### src/rtl/tmpwin_pkg.sv
package tmpwin_pkg;
   // index of each flag in the flag vector
   typedef enum int unsigned {
      FLG_OVER  = 0,
      FLG_UNDER = 1
   } flag_idx_e;

   localparam int unsigned NUM_FLAGS = 2;

   // reset values expressed in degrees, converted to a W-bit pattern
   function automatic logic [31:0] deg_to_bits(input int deg);
      return 32'(deg);
   endfunction
endpackage

### src/rtl/tmpwin_limit_reg.sv
module tmpwin_limit_reg #(
   parameter int unsigned W        = 8,
   parameter logic [W-1:0] RST_VAL = '0
) (
   input  logic         clk,
   input  logic         rst_n,
   input  logic         wr_i,
   input  logic [W-1:0] wdata_i,
   output logic [W-1:0] q_o
);
   always_ff @(posedge clk or negedge rst_n) begin
      if (!rst_n)    q_o <= RST_VAL;
      else if (wr_i) q_o <= wdata_i;
   end
endmodule

### src/rtl/tmpwin_cmp.sv
module tmpwin_cmp #(
   parameter int unsigned W   = 8,
   parameter bit SIGNED_CMP   = 1'b1
) (
   input  logic [W-1:0] temp_i,
   input  logic [W-1:0] hi_i,
   input  logic [W-1:0] lo_i,
   output logic         over_o,
   output logic         under_o
);
   generate
      if (SIGNED_CMP) begin : g_signed
         always_comb begin
            over_o  = $signed(temp_i) > $signed(hi_i);
            under_o = $signed(temp_i) < $signed(lo_i);
         end
      end else begin : g_unsigned
         always_comb begin
            over_o  = temp_i > hi_i;
            under_o = temp_i < lo_i;
         end
      end
   endgenerate
endmodule

### src/rtl/tmpwin_flag_cell.sv
module tmpwin_flag_cell (
   input  logic clk,
   input  logic rst_n,
   input  logic eoc_i,
   input  logic rd_i,
   input  logic latch_i,
   input  logic cond_i,
   output logic flag_o
);
   logic keep;
   // an old flag survives a conversion only in hold mode and only without a read
   assign keep = latch_i & ~rd_i & flag_o;

   always_ff @(posedge clk or negedge rst_n) begin
      if (!rst_n)     flag_o <= 1'b0;
      else if (eoc_i) flag_o <= cond_i | keep;
      else if (rd_i)  flag_o <= 1'b0;
   end
endmodule

### src/rtl/tmpwin_top.sv
module tmpwin_top #(
   parameter int unsigned W     = 8,
   parameter int          HI_RST_DEG = 60,
   parameter int          LO_RST_DEG = -10,
   parameter bit          SIGNED_CMP = 1'b1
) (
   input  logic         clk,
   input  logic         rst_n,
   input  logic [7:0]   temp_i,
   input  logic         eoc_i,
   input  logic         hi_wr_i,
   input  logic         lo_wr_i,
   input  logic [7:0]   lim_wdata_i,
   input  logic         latch_en_i,
   input  logic         cfg_rd_i,
   output logic         flag_over_o,
   output logic         flag_under_o,
   output logic [7:0]   lim_hi_o,
   output logic [7:0]   lim_lo_o
);
   import tmpwin_pkg::*;

   localparam logic [31:0] HI_BITS = deg_to_bits(HI_RST_DEG);
   localparam logic [31:0] LO_BITS = deg_to_bits(LO_RST_DEG);
   localparam logic [W-1:0] HI_RST = HI_BITS[W-1:0];
   localparam logic [W-1:0] LO_RST = LO_BITS[W-1:0];

   generate
      if (W != 8) begin : g_bad_width
         $error("tmpwin_top: port widths fixed at 8, W must be 8");
      end
      if (HI_RST_DEG > 127 || HI_RST_DEG < -128 ||
          LO_RST_DEG > 127 || LO_RST_DEG < -128) begin : g_bad_rst
         $error("tmpwin_top: reset limits out of signed range");
      end
   endgenerate

   logic [W-1:0] hi_q, lo_q;
   logic [NUM_FLAGS-1:0] cond_vec, flag_vec;

   tmpwin_limit_reg #(.W(W), .RST_VAL(HI_RST)) u_hi (
      .clk(clk), .rst_n(rst_n), .wr_i(hi_wr_i), .wdata_i(lim_wdata_i), .q_o(hi_q));

   tmpwin_limit_reg #(.W(W), .RST_VAL(LO_RST)) u_lo (
      .clk(clk), .rst_n(rst_n), .wr_i(lo_wr_i), .wdata_i(lim_wdata_i), .q_o(lo_q));

   tmpwin_cmp #(.W(W), .SIGNED_CMP(SIGNED_CMP)) u_cmp (
      .temp_i(temp_i), .hi_i(hi_q), .lo_i(lo_q),
      .over_o(cond_vec[FLG_OVER]), .under_o(cond_vec[FLG_UNDER]));

   generate
      for (genvar i = 0; i < NUM_FLAGS; i++) begin : g_flag
         tmpwin_flag_cell u_cell (
            .clk(clk), .rst_n(rst_n), .eoc_i(eoc_i), .rd_i(cfg_rd_i),
            .latch_i(latch_en_i), .cond_i(cond_vec[i]), .flag_o(flag_vec[i]));
      end
   endgenerate

   assign flag_over_o  = flag_vec[FLG_OVER];
   assign flag_under_o = flag_vec[FLG_UNDER];
   assign lim_hi_o     = hi_q;
   assign lim_lo_o     = lo_q;
endmodule

### config.mk
export PLATFORM = sky130hd
export DESIGN_NAME = tmpwin_top
export DESIGN_NICKNAME = d
export VERILOG_FILES = /design/src/rtl/tmpwin_pkg.sv /design/src/rtl/tmpwin_limit_reg.sv /design/src/rtl/tmpwin_cmp.sv /design/src/rtl/tmpwin_flag_cell.sv /design/src/rtl/tmpwin_top.sv
export SDC_FILE = /design/constraint.sdc
export NUM_CORES = 1
export LEC_CHECK = 0
export ABC_AREA = 1
export BUFFER_PORTS_ARGS = -buffer_cell sky130_fd_sc_hd__clkbuf_2
export CAP_MARGIN = 15
export CELL_PAD_IN_SITES_DETAIL_PLACEMENT = 0
export CELL_PAD_IN_SITES_GLOBAL_PLACEMENT = 1
export CORE_MARGIN = 5
export CORE_UTILIZATION = 37
export CTS_CLUSTER_SIZE = 24
export DETAILED_ROUTE_END_ITERATION = 8
export PLACE_DENSITY = 0.83
export SYNTH_ARGS = -nofsm -noshare
export SYNTH_HDL_FRONTEND = slang
export SYNTH_HIERARCHICAL = 1
export SYNTH_SLANG_ARGS = --single-unit
### constraint.sdc
create_clock -name clk -period 3.76 [get_ports clk]
set_input_delay 0.752 -clock clk [delete_from_list [all_inputs] [get_ports clk]]
set_output_delay 0.752 -clock clk [all_outputs]
set_load 0.05 [all_outputs]
== Word-level counts from Yosys, hierarchy flattened ==
Cells that the tools add are included.
Word-level totals
  register bits: 18
  input bits: 23
  output and inout bits: 18
  logic and storage cells: 16
Operators by class
  $lt $le $gt $ge: 2
  mux-type cells: 3
  bitwise operators: 6
  reductions and logical operators: 1
Operators with widths (count)
  $gt A8 B8 Y1: 1
  $lt A8 B8 Y1: 1
  $and A1 B1 Y1: 3
  $mux W1: 3
  $or A1 B1 Y1: 2
  $reduce_bool A2 Y1: 1
  $not A1 Y1: 1

== Depth between registers and ports, before layout ==
  word-level depth: 5
  gate-level depth with buffers: 13
  mapped depth without buffers: 13

== Cells and area by module ==
Netlist, hierarchy kept.
Modules (own cells, without submodules)
  tmpwin_cmp: times used 1, cells an instance 75, area each 432.9 um^2, sequential area each 0.0 um^2
  tmpwin_limit_reg at u_lo: times used 1, cells an instance 34, area each 312.8 um^2, sequential area each 207.7 um^2
  tmpwin_limit_reg at u_hi: times used 1, cells an instance 34, area each 310.3 um^2, sequential area each 205.2 um^2
  tmpwin_flag_cell: times used 2, cells an instance 8, area each 53.8 um^2, sequential area each 25.0 um^2

== Worst setup path before layout ==
No wires, ideal clock.
  kind: input port to flip-flop
  from: in temp_i[5]
  to: reg g_flag[1].u_cell.flag_o
  setup time: 0.116 ns
  data arrival time: 1.636 ns
  required time: 3.644 ns
  path slack: 2.007 ns
  stages on the path: 9
  buffers on the path: 0
  cells stage by stage: ha_1 a21oi_1 nor2_1 nor3_1 nand2_1 nand2_1 nand2_1 nand2_1 nand2_1
On the way
  longest elaborated chain between the ends: 3
RTL lines
  from (decl): line tmpwin_top.sv:9  | input logic [7:0] temp_i,
  $lt A8 B8 Y1: line tmpwin_cmp.sv:15  | under_o = $signed(temp_i) < $signed(lo_i);
  net cond_vec[1]: line tmpwin_top.sv:39  | logic [NUM_FLAGS-1:0] cond_vec, flag_vec;
  $or A1 B1 Y1: line tmpwin_flag_cell.sv:16  | else if (eoc_i) flag_o <= cond_i | keep;
  $mux W1: line tmpwin_flag_cell.sv:16
  to (signal assigned): line tmpwin_flag_cell.sv:16
  to (decl): line tmpwin_flag_cell.sv:8  | output logic flag_o
The timed path passes the listed nets, and every way through them passes these cells.
A chain may end at the register's enable or synchronous reset.

== Worst setup path in the final report ==
  from: reg u_hi.q_o[5]
  to: out lim_hi_o[5]
RTL lines
  from (decl): line tmpwin_limit_reg.sv:9  | output logic [W-1:0] q_o
  from (signal assigned): line tmpwin_limit_reg.sv:13  | else if (wr_i) q_o <= wdata_i;
  to (decl): line tmpwin_top.sv:18  | output logic [7:0] lim_hi_o,
No word-level cell between the ends.

==> impl_metrics.toml <==
[setup_path]
path_buf_inv = 1
crit_path_end_kind = "output port"
crit_required_ps = 3010
path_max_fanout = 3
crit_type = "reg -> out"
regToRegSetupSlack_ps = 2080
cp_slowest_stage_delay_ps = 560
crit_family = "flip-flops"
slowest_stage = "dfstp_2"
path_cells = "clkbuf_2"
worstPathArrival_ps = 1140
start_kind = "flip-flop"

[clock_network]
post-cts-setup-buffers = 0
cts_tree = "done"
clkTransAtPathRegs_ps = 110
cts_max_level = 1
cts_buffer_depth = 2
clock_latency_ps = 300
cts_sinks = 18
holdBufCountCts = 0
cts-root-buf = "clkbuf_4"
cts_resized = 0
cts_buffers = 3

[die]
io_pins = 41
die_h_um = 66.1
die-area_mm2 = 0.00437
initial_core_util_pct = 38.4
fp.coreArea_mm2 = 0.00303
rows = 20
die_width_um = 66.1

[pwr]
p_per_area_mw_per_mm2 = 380
leakagePower_nw = 0.879
max-vdd-ir-drop_mv = 0.162

[synthesis]
synth_warnings = 6
yosys_register_bits = 18
synthMuxAreaShare_pct = 0
synth_top_family_by_area = "simple AND/OR/NAND/NOR gates"
synth_cell_type_count = 14
avgSynthCellArea_um2 = 7.32
synth_cells = 159
ys_top_cells_by_area = "nand2_1, dfstp_2, dfrtp_1, ha_1, inv_1"
synth_top_area_share_pct = 25.2
synth_xor_area_share_pct = 0
syn-cell-area_mm2 = 0.00116
synth.net_count = 197
synth-adder-area-share_pct = 16.1
synth-compound-area-share_pct = 2.90
synth.largest_area_cell = "nand2_1"
synth-simple-area-share_pct = 30.2
seq_area_frac_synth_pct = 39.8

[sta]
finalHoldViolCount = 0
worst_pin_slew_ps = 473
rsz0062_at_grt = "no"
fmax_mhz = 530
fin_crit_sh_pct = 50.2
tns_ps = 0
drv_slew = 0
relSlewSlack_pct = 68.5
skew_ps = 3.23
fin_crit_ps = 1890
worst_slack_ps = 1870
setup_viol = 0

[placed_design]
place_congestion = 0.768
hpwl_mm = 2.23
port_buffers = 40
dp_cells = 241
dpl_worst_slack_ps = 1800

[layout]
mostFrequentLayoutCells = "nand2_1, clkbuf_2, inv_1, ha_1, dfstp_2"
drive_above_1_share_pct = 29.5
instances_no_fill = 244
syn_to_final_growth_pct = 21.9
n_antenna_cell = 0
fin_nets = 240
final_common_cell = "nand2_1"

[global_route]
gr-total-overflow = 0
grt_pass1_vias = 1119
grt_max_degree = 19
grt_usage_pct = 14.8
antenna_found_initial = 0
grt_pass1_wl_mm = 4.95

[flow_run]
maxCapViolCount = 0

[drt]
drtIter0Drc = 29
routedWlPerCell_um = 11.2
drcViolationCount = 0
antenna_left = 0
drt_wl_total_mm = 2.74
dr.pass1.iters = 4
viasPerCell = 4.33
route.vias.total = 1056

[min_path]
holdCritPathClass = "in -> async"

[run_status]
outcome = "finished clean"
-- cell families after synthesis --
family / Yosys count
fa+ha+maj: 15
compound gates: 6
simple gates: 90
buf+inv: 30
flops: 18
-- sequential cells by signal (all words and copies together), names as in the netlist --
signal and cells:
g_flag.u_cell/flag_o 2, u_lo/q_o 8, u_hi/q_o 8
-- metrics by stage --
step | power (mW) | cell area (um2) | util, % | hold slack, ps
6_report | 0.539 | 1420 | 46.9 | 385
5_1_grt | 0.585 | 1420 | 46.9 | 414
4_1_cts | 0.548 | 1420 | 46.9 | 394
3_5_place_dp | 0.444 | 1400 | 46.1 | 466
3_3_place_gp | 0.438 | 1400 | 46.1 | 461
2_1_floorplan | 0.387 | 1160 | - | 456
-- final timing paths --
check,from,end,depth (start not counted)
min in group clk,u_hi/q_o[3]$_DFFE_PN1P_,u_hi/q_o[3]$_DFFE_PN1P_,2
worst min register to register,u_hi/q_o[3]$_DFFE_PN1P_,u_hi/q_o[3]$_DFFE_PN1P_,2
max in group asynchronous,rst_n,u_hi/q_o[3]$_DFFE_PN1P_,1
worst min-delay path,rst_n,u_hi/q_o[7]$_DFFE_PN0P_,1
worst max register to register,u_lo/q_o[5]$_DFFE_PN1P_,g_flag[1].u_cell/flag_o$_DFFE_PN0P_,10
worst max-delay path,u_hi/q_o[5]$_DFFE_PN1P_,lim_hi_o[5],1
-- area by class of cell --
type / count / area (um2)
inverters: 28 / 105
clock buffers: 3 / 22.5
flip-flops and latches: 18 / 463
fillers: 326 / 1610
well taps: 44 / 55.1
multi-input cells: 111 / 573
repair buffers: 40 / 200
-- routing by layer --
layer | track usage, % | wire length [um]
met5 | 0 | 0
met4 | 3.81 | 16
met3 | 3.40 | 197
met2 | 26.6 | 1310
met1 | 17.5 | 1220
-- where the power goes --
part	total [mW]	switching, mW	internal, mW
Clock	0.102	0.0647	0.0373
Combinational	0.202	0.144	0.0587
Sequential	0.235	0.0142	0.220
-- cells in the mapped netlist --
master / number
nor2_2: 3
nand4_1: 1
dfstp_2: 10
buf_6: 2
a21o_2: 1
a21oi_1: 5
inv_1: 26
nand3_1: 2
nor3_1: 1
nand2_1: 78
nor2_1: 5
dfrtp_1: 8
inv_2: 2
ha_1: 15
Power figures use the tool's default switching activity.
